## config.mk

```make
export PLATFORM = sky130hd
export DESIGN_NAME = ptl_loader
export DESIGN_NICKNAME = d
export VERILOG_FILES = /design/src/rtl/ptl_pkg.sv /design/src/rtl/ptl_entry_sel.sv /design/src/rtl/ptl_field_merge.sv /design/src/rtl/ptl_seq.sv /design/src/rtl/ptl_loader.sv
export SDC_FILE = /design/constraint.sdc
export NUM_CORES = 1
export LEC_CHECK = 0
export BUFFER_PORTS_ARGS = -buffer_cell sky130_fd_sc_hd__buf_2
export CORE_MARGIN = 2
export CORE_UTILIZATION = 51
export DETAILED_ROUTE_END_ITERATION = 12
export PLACE_DENSITY = 0.85
export SETUP_SLACK_MARGIN = 0.05
export SYNTH_ARGS = -nofsm -noshare
export SYNTH_HDL_FRONTEND = slang
export SYNTH_HIERARCHICAL = 1
export SYNTH_SLANG_ARGS = --single-unit
```

## constraint.sdc

```tcl
create_clock -name clk -period 7.45 [get_ports clk]
set_input_delay 0.745 -clock clk [delete_from_list [all_inputs] [get_ports clk]]
set_output_delay 0.745 -clock clk [all_outputs]
set_load 0.02 [all_outputs]
```

## src/rtl/ptl_pkg.sv

```systemverilog
package ptl_pkg;

   typedef enum logic [1:0] {
      ST_IDLE = 2'd0,
      ST_RUN  = 2'd1,
      ST_DONE = 2'd2
   } ptl_state_e;

   typedef enum logic [2:0] {
      PH_RD = 3'd0,
      PH_WD = 3'd1,
      PH_WS = 3'd2,
      PH_WC = 3'd3,
      PH_DM = 3'd4
   } ptl_phase_e;

   localparam int PTL_PHASES = 5;

endpackage

```

## src/rtl/ptl_entry_sel.sv

```systemverilog
module ptl_entry_sel #(
   parameter int MAX_ENT = 7,
   parameter int ADDR_W  = 5,
   parameter int DATA_W  = 8,
   parameter int POS_W   = 3,
   parameter int IDX_W   = 3,
   parameter int ENT_W   = 19
) (
   input  logic [MAX_ENT*ENT_W-1:0] table_i,
   input  logic [IDX_W-1:0]         idx_i,
   output logic [ADDR_W-1:0]        addr_o,
   output logic [POS_W-1:0]         msb_o,
   output logic [POS_W-1:0]         lsb_o,
   output logic [DATA_W-1:0]        val_o
);

   if (ENT_W != ADDR_W + 2*POS_W + DATA_W) begin : g_bad_ent
      $error("ptl_entry_sel: ENT_W does not match field widths");
   end

   logic [ENT_W-1:0] ent_a [MAX_ENT];
   logic [ENT_W-1:0] pick;

   for (genvar g = 0; g < MAX_ENT; g++) begin : g_slice
      assign ent_a[g] = table_i[g*ENT_W +: ENT_W];
   end

   always_comb begin
      pick = '0;
      for (int k = 0; k < MAX_ENT; k++) begin
         if (idx_i == IDX_W'(k)) pick = ent_a[k];
      end
   end

   assign addr_o = pick[ADDR_W-1:0];
   assign lsb_o  = pick[ADDR_W +: POS_W];
   assign msb_o  = pick[ADDR_W+POS_W +: POS_W];
   assign val_o  = pick[ADDR_W+2*POS_W +: DATA_W];

endmodule

```

## src/rtl/ptl_field_merge.sv

```systemverilog
module ptl_field_merge #(
   parameter int DATA_W = 8,
   parameter int POS_W  = 3
) (
   input  logic [DATA_W-1:0] old_i,
   input  logic [DATA_W-1:0] val_i,
   input  logic [POS_W-1:0]  msb_i,
   input  logic [POS_W-1:0]  lsb_i,
   output logic [DATA_W-1:0] new_o
);

   logic [DATA_W-1:0] mask;
   logic [DATA_W-1:0] shifted;

   // one comparator pair per bit position
   for (genvar b = 0; b < DATA_W; b++) begin : g_mask
      assign mask[b] = (b >= int'(lsb_i)) && (b <= int'(msb_i));
   end

   assign shifted = val_i << lsb_i;
   assign new_o   = (old_i & ~mask) | (shifted & mask);

endmodule

```

## src/rtl/ptl_seq.sv

```systemverilog
module ptl_seq
   import ptl_pkg::*;
#(
   parameter int MAX_ENT  = 7,
   parameter int ADDR_W   = 5,
   parameter int DATA_W   = 8,
   parameter int CNT_W    = 4,
   parameter int IDX_W    = 3,
   parameter int WAIT_CYC = 2,
   parameter int CMD_W    = 14
) (
   input  logic              clk,
   input  logic              rst_n,
   input  logic              start_i,
   input  logic              bypass_i,
   input  logic [CNT_W-1:0]  count_i,
   input  logic [ADDR_W-1:0] addr_i,
   input  logic [DATA_W-1:0] merged_i,
   output logic [IDX_W-1:0]  sel_idx_o,
   output logic [CMD_W-1:0]  cmd_o,
   output logic              busy_o,
   output logic              done_o
);

   localparam int WC_W = $clog2(WAIT_CYC + 1);

   ptl_state_e        state_q;
   ptl_phase_e        phase_q;
   logic [WC_W-1:0]   wcnt_q;
   logic [IDX_W-1:0]  idx_q;
   logic [IDX_W-1:0]  num_q;
   logic [CMD_W-1:0]  cmd_q;
   logic              done_q;

   logic [IDX_W-1:0]  lim;
   logic              phase_end;
   logic              last_ent;
   logic [CMD_W-1:0]  rd_word;

   always_comb begin
      if (count_i > CNT_W'(MAX_ENT)) lim = IDX_W'(MAX_ENT);
      else                           lim = count_i[IDX_W-1:0];
   end

   assign phase_end = (wcnt_q == WC_W'(WAIT_CYC));
   assign last_ent  = (idx_q == num_q - 1'b1);
   assign rd_word   = {DATA_W'(1), addr_i, 1'b0};

   // index look-ahead so the next read word carries the next address
   always_comb begin
      if (state_q != ST_RUN)                    sel_idx_o = '0;
      else if (phase_q == PH_DM && phase_end)   sel_idx_o = idx_q + 1'b1;
      else                                      sel_idx_o = idx_q;
   end

   always_ff @(posedge clk or negedge rst_n) begin
      if (!rst_n) begin
         state_q <= ST_IDLE;
         phase_q <= PH_RD;
         wcnt_q  <= '0;
         idx_q   <= '0;
         num_q   <= '0;
         cmd_q   <= '0;
         done_q  <= 1'b0;
      end else begin
         case (state_q)
            ST_IDLE, ST_DONE: begin
               if (start_i) begin
                  if (bypass_i || lim == '0) begin
                     state_q <= ST_DONE;
                     done_q  <= 1'b1;
                  end else begin
                     state_q <= ST_RUN;
                     done_q  <= 1'b0;
                     num_q   <= lim;
                     idx_q   <= '0;
                     phase_q <= PH_RD;
                     wcnt_q  <= '0;
                     cmd_q   <= rd_word;
                  end
               end
            end
            ST_RUN: begin
               if (!phase_end) begin
                  wcnt_q <= wcnt_q + 1'b1;
               end else begin
                  wcnt_q <= '0;
                  case (phase_q)
                     PH_RD: begin
                        phase_q <= PH_WD;
                        cmd_q   <= {merged_i, addr_i, 1'b0};
                     end
                     PH_WD: begin
                        phase_q  <= PH_WS;
                        cmd_q[0] <= 1'b1;
                     end
                     PH_WS: begin
                        phase_q  <= PH_WC;
                        cmd_q[0] <= 1'b0;
                     end
                     PH_WC: begin
                        phase_q <= PH_DM;
                        cmd_q   <= rd_word;
                     end
                     default: begin
                        if (last_ent) begin
                           state_q <= ST_DONE;
                           done_q  <= 1'b1;
                           cmd_q   <= '0;
                           phase_q <= PH_RD;
                        end else begin
                           idx_q   <= idx_q + 1'b1;
                           phase_q <= PH_RD;
                           cmd_q   <= rd_word;
                        end
                     end
                  endcase
               end
            end
            default: state_q <= ST_IDLE;
         endcase
      end
   end

   assign cmd_o  = cmd_q;
   assign busy_o = (state_q == ST_RUN);
   assign done_o = done_q;

endmodule

```

## src/rtl/ptl_loader.sv

```systemverilog
module ptl_loader #(
   parameter int DATA_W   = 8,
   parameter int ADDR_W   = 5,
   parameter int MAX_ENT  = 7,
   parameter int CNT_W    = 4,
   parameter int WAIT_CYC = 2,
   parameter int POS_W    = $clog2(DATA_W),
   parameter int ENT_W    = ADDR_W + 2*POS_W + DATA_W,
   parameter int CMD_W    = DATA_W + ADDR_W + 1
) (
   input  logic                      clk,
   input  logic                      rst_n,
   input  logic                      start_i,
   input  logic                      bypass_i,
   input  logic [CNT_W-1:0]          count_i,
   input  logic [MAX_ENT*ENT_W-1:0]  table_i,
   input  logic [DATA_W-1:0]         rdbk_i,
   output logic [CMD_W-1:0]          cmd_o,
   output logic                      busy_o,
   output logic                      done_o
);

   localparam int IDX_W = $clog2(MAX_ENT + 1);

   if (DATA_W < 2) begin : g_bad_dw
      $error("ptl_loader: DATA_W must be at least 2");
   end
   if (MAX_ENT < 1) begin : g_bad_ent
      $error("ptl_loader: MAX_ENT must be at least 1");
   end
   if (CNT_W < IDX_W) begin : g_bad_cnt
      $error("ptl_loader: CNT_W too narrow for MAX_ENT");
   end
   if (WAIT_CYC < 1) begin : g_bad_wait
      $error("ptl_loader: WAIT_CYC must be at least 1");
   end
   if (CMD_W != DATA_W + ADDR_W + 1) begin : g_bad_cmd
      $error("ptl_loader: CMD_W inconsistent");
   end

   logic [IDX_W-1:0]  sel_idx;
   logic [ADDR_W-1:0] ent_addr;
   logic [POS_W-1:0]  ent_msb;
   logic [POS_W-1:0]  ent_lsb;
   logic [DATA_W-1:0] ent_val;
   logic [DATA_W-1:0] merged;

   ptl_entry_sel #(
      .MAX_ENT(MAX_ENT), .ADDR_W(ADDR_W), .DATA_W(DATA_W),
      .POS_W(POS_W), .IDX_W(IDX_W), .ENT_W(ENT_W)
   ) u_sel (
      .table_i (table_i),
      .idx_i   (sel_idx),
      .addr_o  (ent_addr),
      .msb_o   (ent_msb),
      .lsb_o   (ent_lsb),
      .val_o   (ent_val)
   );

   ptl_field_merge #(
      .DATA_W(DATA_W), .POS_W(POS_W)
   ) u_merge (
      .old_i (rdbk_i),
      .val_i (ent_val),
      .msb_i (ent_msb),
      .lsb_i (ent_lsb),
      .new_o (merged)
   );

   ptl_seq #(
      .MAX_ENT(MAX_ENT), .ADDR_W(ADDR_W), .DATA_W(DATA_W), .CNT_W(CNT_W),
      .IDX_W(IDX_W), .WAIT_CYC(WAIT_CYC), .CMD_W(CMD_W)
   ) u_seq (
      .clk       (clk),
      .rst_n     (rst_n),
      .start_i   (start_i),
      .bypass_i  (bypass_i),
      .count_i   (count_i),
      .addr_i    (ent_addr),
      .merged_i  (merged),
      .sel_idx_o (sel_idx),
      .cmd_o     (cmd_o),
      .busy_o    (busy_o),
      .done_o    (done_o)
   );

endmodule

```

# Yosys cells after proc, flatten, opt, wreduce, memory -nomap -nowiden
# Index checks and enable logic that the tools add are counted.
# op_classes
n_addsub	3
order_cmp	15
eq_ne	22
shifts	1
mux	42
bitwise	5
n_reduce_logical	24
# ops
op	n
$mux W19	7
$mux W14	3
$pmux W13 S3	1
$pmux W14 S2	1
$mux W3	9
$and A8 B8 Y8	2
$mux W2	8
$eq A3 B2 Y1 const B	4
$eq A3 B3 Y1 const B	4
$le A3 B3 Y1 const A	4
$pmux W3 S2	2
$pmux W3 S4	1
$ne A2 B2 Y1 const B	5
$reduce_and A5 Y1	2
$ge A3 B3 Y1 const A	3
$logic_not A3 Y1	3
$not A8 Y8	1
$or A8 B8 Y8	1
$pmux W2 S2	2
$reduce_and A4 Y1	2
$shl A8 B3 Y8	1
$logic_and A1 B1 Y1	7
$mux W7	1
$eq A3 B1 Y1 const B	2
other kinds (23)	36
# word_totals
regBits	28
inputBits	149

# Longest topological paths before layout
# Gate-level depths: netlist of the first run.
# logic_depth
depth_word	20
ltp_mapped	17
ltp_nobuf	13

# Modules after synthesis
# The synthesis of the first run kept the hierarchy.
# modules_own_cells
mod	n_inst	cells_each	area_per_inst_um2	seq_area_each_um2
ptl_seq	1	156	1470.2	700.7
ptl_entry_sel	1	181	1436.4	0.0
ptl_field_merge	1	48	396.6	0.0

# Worst setup path after synthesis of the first run
# No wires, ideal clock.
# synth_path
kind	reg2reg
from	reg u_seq.wcnt_q[0]
to	reg u_seq.cmd_q[13] (netlist: u_seq/cmd_o[13])
arrival_time_ns	2.949
setup_slack_ns	4.374
stages_incl_launch_ff	16
period_less_slack_ns	3.076
cell_sequence	dfrtp_1 and3b_1 nand3_1 xor2_1 nor2_1 inv_2 and3_1 buf_6 buf_6 a221oi_2 nor2_1 mux4_2 a222oi_1 a31oi_1 nand2_1 o21ai_0
# synth_lines
item	line	text
start: declaration	ptl_seq.sv:29	logic [WC_W-1:0] wcnt_q;
start signal: assignment	ptl_seq.sv:85	wcnt_q <= wcnt_q + 1'b1;
$eq A2 B2 Y1 (*)	ptl_seq.sv:45	assign phase_end = (wcnt_q == WC_W'(WAIT_CYC));
$logic_and A1 B1 Y1 (*)	ptl_seq.sv:52	else if (phase_q == PH_DM && phase_end) sel_idx_o = idx_q + 1'b1;
$mux W3 (*)	ptl_seq.sv:52	
$mux W3 (*)	ptl_seq.sv:51	if (state_q != ST_RUN) sel_idx_o = '0;
via sel_idx[2]	ptl_loader.sv:41	logic [IDX_W-1:0] sel_idx;
$logic_not A3 Y1	ptl_entry_sel.sv:31	if (idx_i == IDX_W'(k)) pick = ent_a[k];
$mux W19 (6 in series)	ptl_entry_sel.sv:31	
$mux W19 (*)	ptl_entry_sel.sv:31	
via ent_val[0]	ptl_loader.sv:45	logic [DATA_W-1:0] ent_val;
$shl A8 B3 Y8 (*)	ptl_field_merge.sv:20	assign shifted = val_i << lsb_i;
$and A8 B8 Y8 (*)	ptl_field_merge.sv:21	assign new_o = (old_i & ~mask) | (shifted & mask);
$or A8 B8 Y8 (*)	ptl_field_merge.sv:21	
via merged[7]	ptl_loader.sv:46	logic [DATA_W-1:0] merged;
$pmux W13 S3 (*)	ptl_seq.sv:88	case (phase_q)
$mux W14 (*)	ptl_seq.sv:84	if (!phase_end) begin
$pmux W14 S2 (*)	ptl_seq.sv:66	case (state_q)
end signal: assignment	ptl_seq.sv:79	cmd_q <= rd_word;
end signal: assignment	ptl_seq.sv:91	cmd_q <= {merged_i, addr_i, 1'b0};
end signal: assignment	ptl_seq.sv:103	cmd_q <= rd_word;
end: declaration	ptl_seq.sv:32	logic [CMD_W-1:0] cmd_q;
# Mark *: on every way through the listed nets, which the timed path passes. The rest lies on a longest branch. The select of a mux whose other input is x is not followed.
# A chain may end at the register's enable or synchronous reset.

# Worst setup path in the final report of the first run
# layout_path
from	reg u_seq.wcnt_q[0]
to	reg u_seq.cmd_q[13] (netlist: u_seq/cmd_o[13])
# layout_lines
item	line	text
$eq A2 B2 Y1 (*)	ptl_seq.sv:45	
$logic_and A1 B1 Y1 (*)	ptl_seq.sv:52	
$mux W3 (*)	ptl_seq.sv:52	
$mux W3 (*)	ptl_seq.sv:51	
via sel_idx[2]	ptl_loader.sv:41	
$logic_not A3 Y1	ptl_entry_sel.sv:31	
$mux W19 (6 in series)	ptl_entry_sel.sv:31	
$mux W19 (*)	ptl_entry_sel.sv:31	
via ent_lsb[0]	ptl_loader.sv:44	logic [POS_W-1:0] ent_lsb;
$shl A8 B3 Y8 (*)	ptl_field_merge.sv:20	
$and A8 B8 Y8 (*)	ptl_field_merge.sv:21	
$or A8 B8 Y8 (*)	ptl_field_merge.sv:21	
via merged[7]	ptl_loader.sv:46	
$pmux W13 S3 (*)	ptl_seq.sv:88	
$mux W14 (*)	ptl_seq.sv:84	
$pmux W14 S2 (*)	ptl_seq.sv:66	
# Marks and branches as above.

==> out/results.ini, run 1 <==
[run_status]
status=finished clean

[cts]
clock_latency_ns=0.27
cts_resized=0
clock_sinks=28
cts_hold_buffers=0
cts_buffer_depth=2
cts_setup_buffers=0
clkTransAtPathRegs_ns=0.09
root_buffer=clkbuf_8
numCtsBuffers=3
cts_tree=done
cts_max_level=1

[drt]
ant_nets=0
wl_per_cell_um=17.3
detail_route.iter0.violations=200
drc=0
drt-total-wl_um=10400
vias_per_cell=6.10
first_pass_iters=5
via_count=3659

[synthesis]
async_flop_share_pct=100
ys.flop_type=dfrtp_1
synth_nets=536
ys_warn_count=6
synth_cells=385
synth_edf_count=0
syn_area_um2=3300
yosysUniqueCellTypes=56
synth-seq-cells=28
syn_area_per_cell_um2=8.58
ys_seq_area_share_pct=21.2

[sta]
fin_crit_sh_pct=67.1
worst_pin_slew_ns=1.14
tns_ns=0
slew_headroom_pct=23.5
max_freq_mhz=200
hold_viol=0
clock_skew_ns=0.00160
setup_viol=0
finalMaxSlewViolations=0
rsz0062_at_grt=no
finalCriticalPeriod_ns=5.00

[setup_path]
crit_type=flop to flop
crit_path_max_fanout=39
required_ns=7.59
r2r_slack_ns=2.45
cp-start-kind=flop
end_kind=flop
arrival_ns=5.14

[pwr]
irDropWorstVdd_uv=199
power.total_uw=980
pwr_density_cell_nw_per_um2=238
leakagePower_uw=0.00188

[layout]
area_delta_synth_final_pct=24.7
final_net_count=675
fillCellCount=538
antenna_cells=0
final_cells=600
drive_gt1_share_pct=41.5

[global_routing]
grt.overflow.total=0
grtUsageTotal_pct=28.1
grt_max_degree=55
grt_pass1_wl_um=16500
grt_pass1_vias=3642
antenna_found_initial=0

[min_path]
min_path_type=input port to asynchronous set/reset pin

[place]
io_buffers=164
dpl.cell_count=596
dpl.hpwl_um=8180
gp_congestion=0.967

[die]
rows=29
io_pins=165
dieArea_um2=7140
die_x_um=84.5
die_h_um=84.5
core_area_um2=6310
start_util_pct=52.3

[job]
max_cap_violations=0

[per-stage QoR]
stage	instance area (µm²)	utilization [%]	hold slack (ns)	worst slack, ns
after floorplan	3300	-	0.449	4.37
after CTS	4120	65.2	0.485	2.49
after detailed placement	4050	64.1	0.485	2.51
after global placement	4050	64.1	0.475	2.69
after global routing	4120	65.2	0.508	2.10
final	4120	65.2	0.470	2.45
[registers in the layout, summed over array words and instances, names as in the netlist]
name and count:
u_seq/state_q 2, u_seq/wcnt_q 2, u_seq/phase_q 3, u_seq/idx_q 3, u_seq/num_q 3, u_seq/done_o 1
u_seq/cmd_o 14
[power by group]
part | switching, µW | internal (µW) | total [µW]
Sequential | 55.7 | 215 | 270
Combinational | 342 | 251 | 593
Clock | 45.1 | 71.9 | 117
Total | 443 | 537 | 980
[critical path, cell delays in order (launching register included)]
cell	delay (ns)
dfrtp_1	0.43
and3b_1	0.33
nand3_1	0.12
xor2_1	0.15
nor2_1	0.09
inv_2	0.53
and3_1	0.84
a221oi_1	0.21
nor2_1	0.90
mux4_2	0.64
a222oi_1	0.35
a31oi_1	0.12
nand2_1	0.07
o21ai_0	0.07
[final timing paths]
check	start	end	cells past startpoint
worst max-delay path	u_seq/wcnt_q[0]$_DFFE_PN0P_	u_seq/cmd_o[13]$_DFFE_PN0P_	13
min in group clk	u_seq/cmd_o[2]$_DFFE_PN0P_	u_seq/cmd_o[2]$_DFFE_PN0P_	2
worst max register to register	u_seq/wcnt_q[0]$_DFFE_PN0P_	u_seq/cmd_o[13]$_DFFE_PN0P_	13
worst min-delay path	rst_n	u_seq/num_q[0]$_DFFE_PN0P_	1
worst min register to register	u_seq/cmd_o[2]$_DFFE_PN0P_	u_seq/cmd_o[2]$_DFFE_PN0P_	2
max in group asynchronous	rst_n	u_seq/cmd_o[9]$_DFFE_PN0P_	1
[cell type report]
type	instances	area (µm²)	area share (%)
clock buffer	3	41.3	1.00
tap	77	96.3	2.34
inverter	13	48.8	1.18
sequential	28	701	17.0
clock inverter	1	30.0	0.729
multi-input combinational	310	2350	57.1
timing repair buffer	168	851	20.7
[Yosys cell counts (all sizes together) (20+ instances only)]
| cell | n | share of area, % |
|---|---|---|
| buf | 27 | 5.8 |
| nand3 | 21 | 3.3 |
| dfrtp | 28 | 21 |
| mux2i | 25 | 7.6 |
| a21oi | 27 | 4.1 |
| nand2b | 23 | 4.4 |
| nand2 | 20 | 2.3 |
| o32ai | 20 | 5.3 |
| nor2 | 34 | 3.9 |
| mux2 | 27 | 9.3 |
[cell usage in the layout, fill, tap and decap left out, types with 3 or more instances in the layout]
| cell | Yosys | layout |
|---|---|---|
| xnor2_1 | 3 | 3 |
| mux2_2 | 20 | 20 |
| clkbuf_8 | 0 | 3 |
| dfrtp_1 | 28 | 28 |
| o32ai_1 | 20 | 20 |
| a21oi_1 | 27 | 26 |
| o21ai_0 | 18 | 18 |
| o2bb2ai_1 | 19 | 19 |
| nor3_1 | 3 | 3 |
| nor2b_1 | 4 | 4 |
| nor2_1 | 33 | 32 |
| o31ai_1 | 9 | 9 |
| a31oi_1 | 4 | 4 |
| a221oi_2 | 10 | 10 |
| and3_1 | 3 | 3 |
| mux2i_1 | 25 | 25 |
| nand2b_1 | 22 | 22 |
| a221oi_1 | 9 | 9 |
| inv_1 | 12 | 12 |
| mux2_1 | 6 | 6 |
| buf_2 | 14 | 164 |
| nand2_1 | 20 | 20 |
| buf_4 | 5 | 4 |
| nand3_1 | 20 | 20 |
[routing by layer]
metal / wire [µm] / global-route usage, % / vias to the layer above
li1: - / - / 1762
met1: 4230 / 34.6 / 1716
met2: 5180 / 50.0 / 152
met3: 654 / 4.13 / 29
met4: 318 / 9.81 / 0
met5: 0 / 0 / -
[cell families after synthesis]
family	Yosys count	synth area share, %
buffers and inverters	47	8.03
adder cells (fa/ha/maj)	2	0.757
XOR/XNOR	6	2.08
multiplexers	55	19.1
AND/OR/NAND/NOR	118	18.6
AO/OA/AOI/OAI	129	30.2
flip-flops	28	21.2
No activity file was read; power rests on OpenSTA's default activity.
==> inputs of run 2 (changes only) <==
--- a/config.mk
+++ b/config.mk
@@ -7,9 +7,9 @@
 export LEC_CHECK = 0
 export BUFFER_PORTS_ARGS = -buffer_cell sky130_fd_sc_hd__buf_2
 export CORE_MARGIN = 2
-export CORE_UTILIZATION = 51
+export CORE_UTILIZATION = 47
 export DETAILED_ROUTE_END_ITERATION = 12
-export PLACE_DENSITY = 0.85
+export PLACE_DENSITY = 0.79
 export SETUP_SLACK_MARGIN = 0.05
 export SYNTH_ARGS = -nofsm -noshare
 export SYNTH_HDL_FRONTEND = slang
==> constraint.sdc (replaced) <==
create_clock -name clk -period 4.9 [get_ports clk]
set_input_delay 0.49 -clock clk [delete_from_list [all_inputs] [get_ports clk]]
set_output_delay 0.49 -clock clk [all_outputs]
set_load 0.02 [all_outputs]
==> run 2 against run 1 <==
Register-to-register slack got worse by 1.7 ns; worst setup slack got worse by 1.7 ns; non-clock buffer count rose by 3; global-route usage fell by 0.38 points; clock power rose by 58%; hold slack got worse by 0.26 ns; routed wire length rose by 2.8%; final area rose by 1.1%; clock-buffer cell count did not move; core utilization fell by 3.9 points; first-iteration DRC count did not move; critical path type unchanged; critical endpoint unchanged.
==> out/results.ini, run 2 (same netlist as run 1, synthesis figures left out) <==
[die]
core_area_um2=6790  ; +7.6%
rows=30  ; +3.4%
die_x_um=87.8  ; +4.0%
dieArea_um2=7710  ; +8.1%
io_pins=165  ; unchanged
start_util_pct=48.6  ; -3.7 points
die_h_um=87.8  ; +4.0%

[layout]
final_net_count=678  ; +0.44%
drive_gt1_share_pct=41.8  ; +0.33 points
area_delta_synth_final_pct=26.1
fillCellCount=581  ; +8.0%
fin_util_pct=61.3  ; -3.9 points
final_common_cell=buf_2
fin_area_um2=4170  ; +1.1%
multi_input_area_um2=2350  ; unchanged
antenna_cells=0  ; unchanged
regArea_um2=701  ; unchanged
largest_register_ffs=14  ; unchanged
layout_common_cells=buf_2, nor2_1, dfrtp_1

[setup_path]
slowest_stage=mux4_2
cp_cell_sequence=and3b_1 > nand2_1 > nand2_1 > a21oi_4 > buf_4 > buf_4 > mux2_2 > o32ai_1 > nor2_1 > mux4_2 > a222oi_1 > a31oi_1 > nand2_1 > o21ai_0
cp-start-kind=flop
reg2reg_from=u_seq/phase_q[2]$_DFFE_PN0P_
crit_top_cell=nand2_1
arrival_ns=4.29  ; -0.85 ns
crit_family=compound AO/OA/AOI/OAI gates
reg2reg_depth=14  ; +1
end_kind=flop
max_stage_delay_ns=0.51  ; -0.39 ns
reg2reg_to=u_seq/cmd_o[13]$_DFFE_PN0P_
required_ns=5.05  ; -2.54 ns
r2r_slack_ns=0.77  ; -1.68 ns
crit_type=flop to flop
crit_path_max_fanout=36  ; -7.7%
path_buf_inv=2  ; +1

[global_routing]
grt_pass1_wl_um=17000  ; +3.0%
use_met3_pct=3.86  ; -0.27 points
met1_usage_pct=34.8  ; +0.18 points
grt_pass1_vias=3641  ; -0.027%
top_usage_layer=met2
met2_usage_pct=48.9  ; -1.1 points
grtUsageTotal_pct=27.7  ; -0.38 points
grt.overflow.total=0  ; unchanged
grt_max_degree=39  ; -29%
antenna_found_initial=0  ; unchanged

[sta]
clock_skew_ns=0.00485  ; +0.00325 ns
slew_headroom_pct=35.8  ; +12 points
finalCriticalPeriod_ns=4.13  ; -0.866 ns
setup_ws_ns=0.766  ; -1.68 ns
tns_ns=0  ; unchanged
hold_viol=0  ; unchanged
setup_viol=0  ; unchanged
max_freq_mhz=242  ; +21%
rsz0062_at_grt=no
worst_pin_slew_ns=0.957  ; -0.186 ns
fin_crit_sh_pct=84.4  ; +17 points
finalMaxSlewViolations=0  ; unchanged

[pwr]
irDropWorstVdd_uv=108  ; -45%
power.total_uw=1490  ; +52%
leakagePower_uw=0.00190  ; +0.83%
pwr_density_cell_nw_per_um2=359  ; +51%

[cts]
cts_buffer_depth=2  ; unchanged
clkTransAtPathRegs_ns=0.10  ; about the same
cts_max_level=1  ; unchanged
clock_latency_ns=0.28  ; about the same
cts_tree=done
root_buffer=clkbuf_8
cts_resized=0  ; unchanged
numCtsBuffers=3  ; unchanged
clock_sinks=28  ; unchanged
cts_hold_buffers=0  ; unchanged
cts_setup_buffers=0  ; unchanged

[place]
io_buffers=164  ; unchanged
gp_congestion=0.925  ; -4.3%
dpl.hpwl_um=8540  ; +4.4%
placed_cell_area_um2=4090  ; +1.1%
place_ws_ns=0.870  ; -1.64 ns

[run_status]
status=finished clean

[drt]
vias_per_cell=6.00  ; -1.7%
via_count=3730  ; +1.9%
drt-total-wl_um=10700  ; +2.8%
ant_nets=0  ; unchanged
drc=0  ; unchanged
first_pass_iters=5  ; unchanged
wl_per_cell_um=17.2  ; -0.84%
detail_route.iter0.violations=200  ; unchanged

[min_path]
min_path_type=input port to asynchronous set/reset pin

[job]
max_cap_violations=0  ; unchanged

run 2: cell types whose count changed in the layout (fill, tap and decap cells not counted), sizes merged:
cell / previous run / this run
buf: 168 / 171
run 2: worst max-delay path by stage:
stage               slack, ns                          from                           to  cells after the start
CTS                      0.85  u_seq/phase_q[2]$_DFFE_PN0P_  u_seq/cmd_o[13]$_DFFE_PN0P_                     14
finish                   0.77  u_seq/phase_q[2]$_DFFE_PN0P_  u_seq/cmd_o[13]$_DFFE_PN0P_                     14
global placement         1.02  u_seq/phase_q[2]$_DFFE_PN0P_  u_seq/cmd_o[13]$_DFFE_PN0P_                     15
floorplan                1.82   u_seq/wcnt_q[0]$_DFFE_PN0P_  u_seq/cmd_o[13]$_DFFE_PN0P_                     15
global route             0.56  u_seq/phase_q[2]$_DFFE_PN0P_  u_seq/cmd_o[13]$_DFFE_PN0P_                     15
detailed placement       0.87  u_seq/phase_q[2]$_DFFE_PN0P_  u_seq/cmd_o[13]$_DFFE_PN0P_                     14
run 2: metrics by stage:
| stage | hold WS, ns | std cells |
|---|---|---|
| floorplan | 0.194 | 385 |
| global placement | 0.475 | 618 |
| detailed placement | 0.483 | 618 |
| CTS | 0.236 | 622 |
| global route | 0.267 | 622 |
| finish | 0.213 | 622 |
run 2: layout make-up:
| cell class | count | share of cell area, % |
|---|---|---|
| Multi-Input combinational cell | 310 | 56.4 |
| Timing Repair Buffer | 171 | 21.0 |
| Sequential cell | 28 | 16.8 |
| Tap cell | 96 | 2.88 |
| Inverter | 13 | 1.17 |
| Clock buffer | 3 | 0.991 |
| Clock inverter | 1 | 0.721 |
run 2: per-layer routing:
layer | share of wire [%] | wire [µm] | vias to the layer above
li1 | - | - | 1776
met1 | 41 | 4390 | 1758
met2 | 50 | 5380 | 170
met3 | 6.1 | 652 | 26
met4 | 2.4 | 258 | 0
met5 | 0 | 0 | -
run 2: report_power, final:
group | total [µW] | switching, µW | internal, µW
Combinational | 898 | 515 | 383
Clock | 185 | 75.7 | 109
Sequential | 411 | 85.1 | 326
==> inputs of run 3 (changes only) <==
==> constraint.sdc (replaced) <==
create_clock -name clk -period 3.86 [get_ports clk]
set_input_delay 0.386 -clock clk [delete_from_list [all_inputs] [get_ports clk]]
set_output_delay 0.386 -clock clk [all_outputs]
set_load 0.02 [all_outputs]
==> run 3 against run 2 <==
Largest cell class unchanged; critical path type unchanged; flip-flop and latch count unchanged; core utilization rose by 1.2 points; routed wire length down 1.5%.
==> out/results.ini, run 3 (same netlist as run 1, synthesis figures left out) <==
[run_status]
status=finished clean

[pwr]
irDropWorstVdd_uv=217  ; +100%
leakagePower_uw=0.00194  ; +2.3%
pwr_density_cell_nw_per_um2=440  ; +23%

[global_routing]
antenna_found_initial=0  ; unchanged
grt.overflow.total=0  ; unchanged
grtUsageTotal_pct=28.0  ; +0.28 points
grt_pass1_wl_um=17400  ; +1.9%
grt_max_degree=36  ; -7.7%
grt_pass1_vias=3770  ; +3.5%

[cts]
clock_sinks=28  ; unchanged
clock_latency_ns=0.27  ; about the same
clkTransAtPathRegs_ns=0.09  ; about the same
cts_buffer_depth=2  ; unchanged
root_buffer=clkbuf_8
cts_max_level=1  ; unchanged
cts_tree=done
numCtsBuffers=3  ; unchanged
cts_setup_buffers=0  ; unchanged

[setup_path]
end_kind=flop
max_stage_delay_ns=0.51  ; about the same
required_ns=4.01  ; -1.04 ns
slowest_stage=mux4_2
cp-start-kind=flop
crit_path_max_fanout=35  ; -2.8%
arrival_ns=3.67  ; -0.62 ns
cp_cell_sequence=ha_1 > nand3_1 > a21oi_4 > buf_8 > mux2i_1 > o2bb2ai_1 > a221oi_2 > nor2_1 > mux4_2 > a222oi_1 > a31oi_1 > nand2_1 > o21ai_0
crit_type=flop to flop

[sta]
worst_pin_slew_ns=0.611  ; -0.345 ns
hold_viol=0  ; unchanged
setup_viol=0  ; unchanged
slew_headroom_pct=59.3  ; +23 points
fin_crit_sh_pct=91.4  ; +7.0 points
tns_ns=0  ; unchanged
rsz0062_at_grt=no
finalCriticalPeriod_ns=3.53  ; -0.608 ns
clock_skew_ns=0.00142  ; -0.00344 ns
finalMaxSlewViolations=0  ; unchanged
max_freq_mhz=284  ; +17%

[layout]
layout_common_cells=buf_2, nor2_1, dfrtp_1
largest_register_ffs=14  ; unchanged
antenna_cells=0  ; unchanged
fillCellCount=593  ; +2.1%
fin_util_pct=62.5  ; +1.2 points
final_cells=632  ; +1.6%
final_net_count=688  ; +1.5%
final_common_cell=buf_2
area_delta_synth_final_pct=28.5
drive_gt1_share_pct=43.7  ; +1.8 points

[die]
io_pins=165  ; unchanged
die_h_um=87.8  ; unchanged
start_util_pct=48.6  ; unchanged
core_area_um2=6790  ; unchanged
rows=30  ; unchanged
die_x_um=87.8  ; unchanged
dieArea_um2=7710  ; unchanged

[job]
max_cap_violations=0  ; unchanged

[drt]
detail_route.iter0.violations=154  ; -23%
via_count=3774  ; +1.2%
wl_per_cell_um=16.6  ; -3.0%
drt-total-wl_um=10500  ; -1.5%
ant_nets=0  ; unchanged
drc=0  ; unchanged
vias_per_cell=5.97  ; -0.42%
first_pass_iters=5  ; unchanged

[place]
io_buffers=164  ; unchanged
dpl.cell_count=628  ; +1.6%
gp_congestion=0.920  ; -0.57%
dpl.hpwl_um=8570  ; +0.30%

[min_path]
min_path_type=input port to asynchronous set/reset pin

## run 3: per-layer routing
layer / track usage, % / vias to the layer above / routed length (µm)
met3: 4.24 / 27 / 551
met5: 0 / - / 0
met1: 34.2 / 1799 / 4280
met4: 8.53 / 0 / 248
li1: - / 1791 / -
met2: 50.6 / 157 / 5440
## run 3: metrics by stage
step | setup slack, ns | power (µW) | cell area [µm²] | hold WS, ns
after global placement | 0.114 | 1640 | 4170 | 0.429
after floorplan | 0.784 | 1350 | 3300 | 0.0904
after CTS | 0.0806 | 1860 | 4230 | 0.130
after detailed placement | -0.0713 | 1680 | 4170 | 0.435
after global routing | 0.0513 | 2020 | 4250 | 0.157
final | 0.334 | 1870 | 4250 | 0.111
## run 3: worst paths after layout
| path | cells after the start | slack (ns) | end | from |
|---|---|---|---|---|
| max | 13 | 0.33 | u_seq/cmd_o[13]$_DFFE_PN0P_ | u_seq/idx_q[0]$_DFFE_PN0P_ |
| min | 1 | 0.11 | u_seq/cmd_o[1]$_DFFE_PN0P_ | rst_n |
| max reg2reg | 13 | 0.33 | u_seq/cmd_o[13]$_DFFE_PN0P_ | u_seq/idx_q[0]$_DFFE_PN0P_ |
| min reg2reg | 2 | 0.49 | u_seq/num_q[1]$_DFFE_PN0P_ | u_seq/num_q[1]$_DFFE_PN0P_ |
| max in group asynchronous | 1 | 3.35 | u_seq/phase_q[2]$_DFFE_PN0P_ | rst_n |
| min in group clk | 3 | 0.39 | u_seq/num_q[1]$_DFFE_PN0P_ | count_i[1] |
## run 3: critical path, delay by kind of cell (launching register included)
| family | cells | cell delay, ns |
|---|---|---|
| compound gates | 6 | 1.25 |
| mux | 2 | 0.73 |
| flops | 1 | 0.45 |
| simple gates | 3 | 0.35 |
| fa+ha+maj | 1 | 0.33 |
| buf+inv | 1 | 0.28 |
## run 3: final cells by class
type / count / area, µm² / share of cell area (%)
inverters: 13 / 48.8 / 1.15
clock buffers: 4 / 55.1 / 1.30
well taps: 96 / 120 / 2.83
multi-input cells: 310 / 2360 / 55.7
repair buffers: 181 / 956 / 22.5
flip-flops and latches: 28 / 701 / 16.5
## run 3: repair_timing
item	4_1_cts	5_1_grt
setup endpoints to repair	1	7
pin swaps	0	1
gates resized for setup	1	6
hold buffers	0	0
## run 3: where the power goes
part           total [µW]  internal [µW]  switching (µW)
Sequential            519            414             104
Combinational        1170            505             664
Clock                 181           91.4            89.2
Total                1870           1010             857
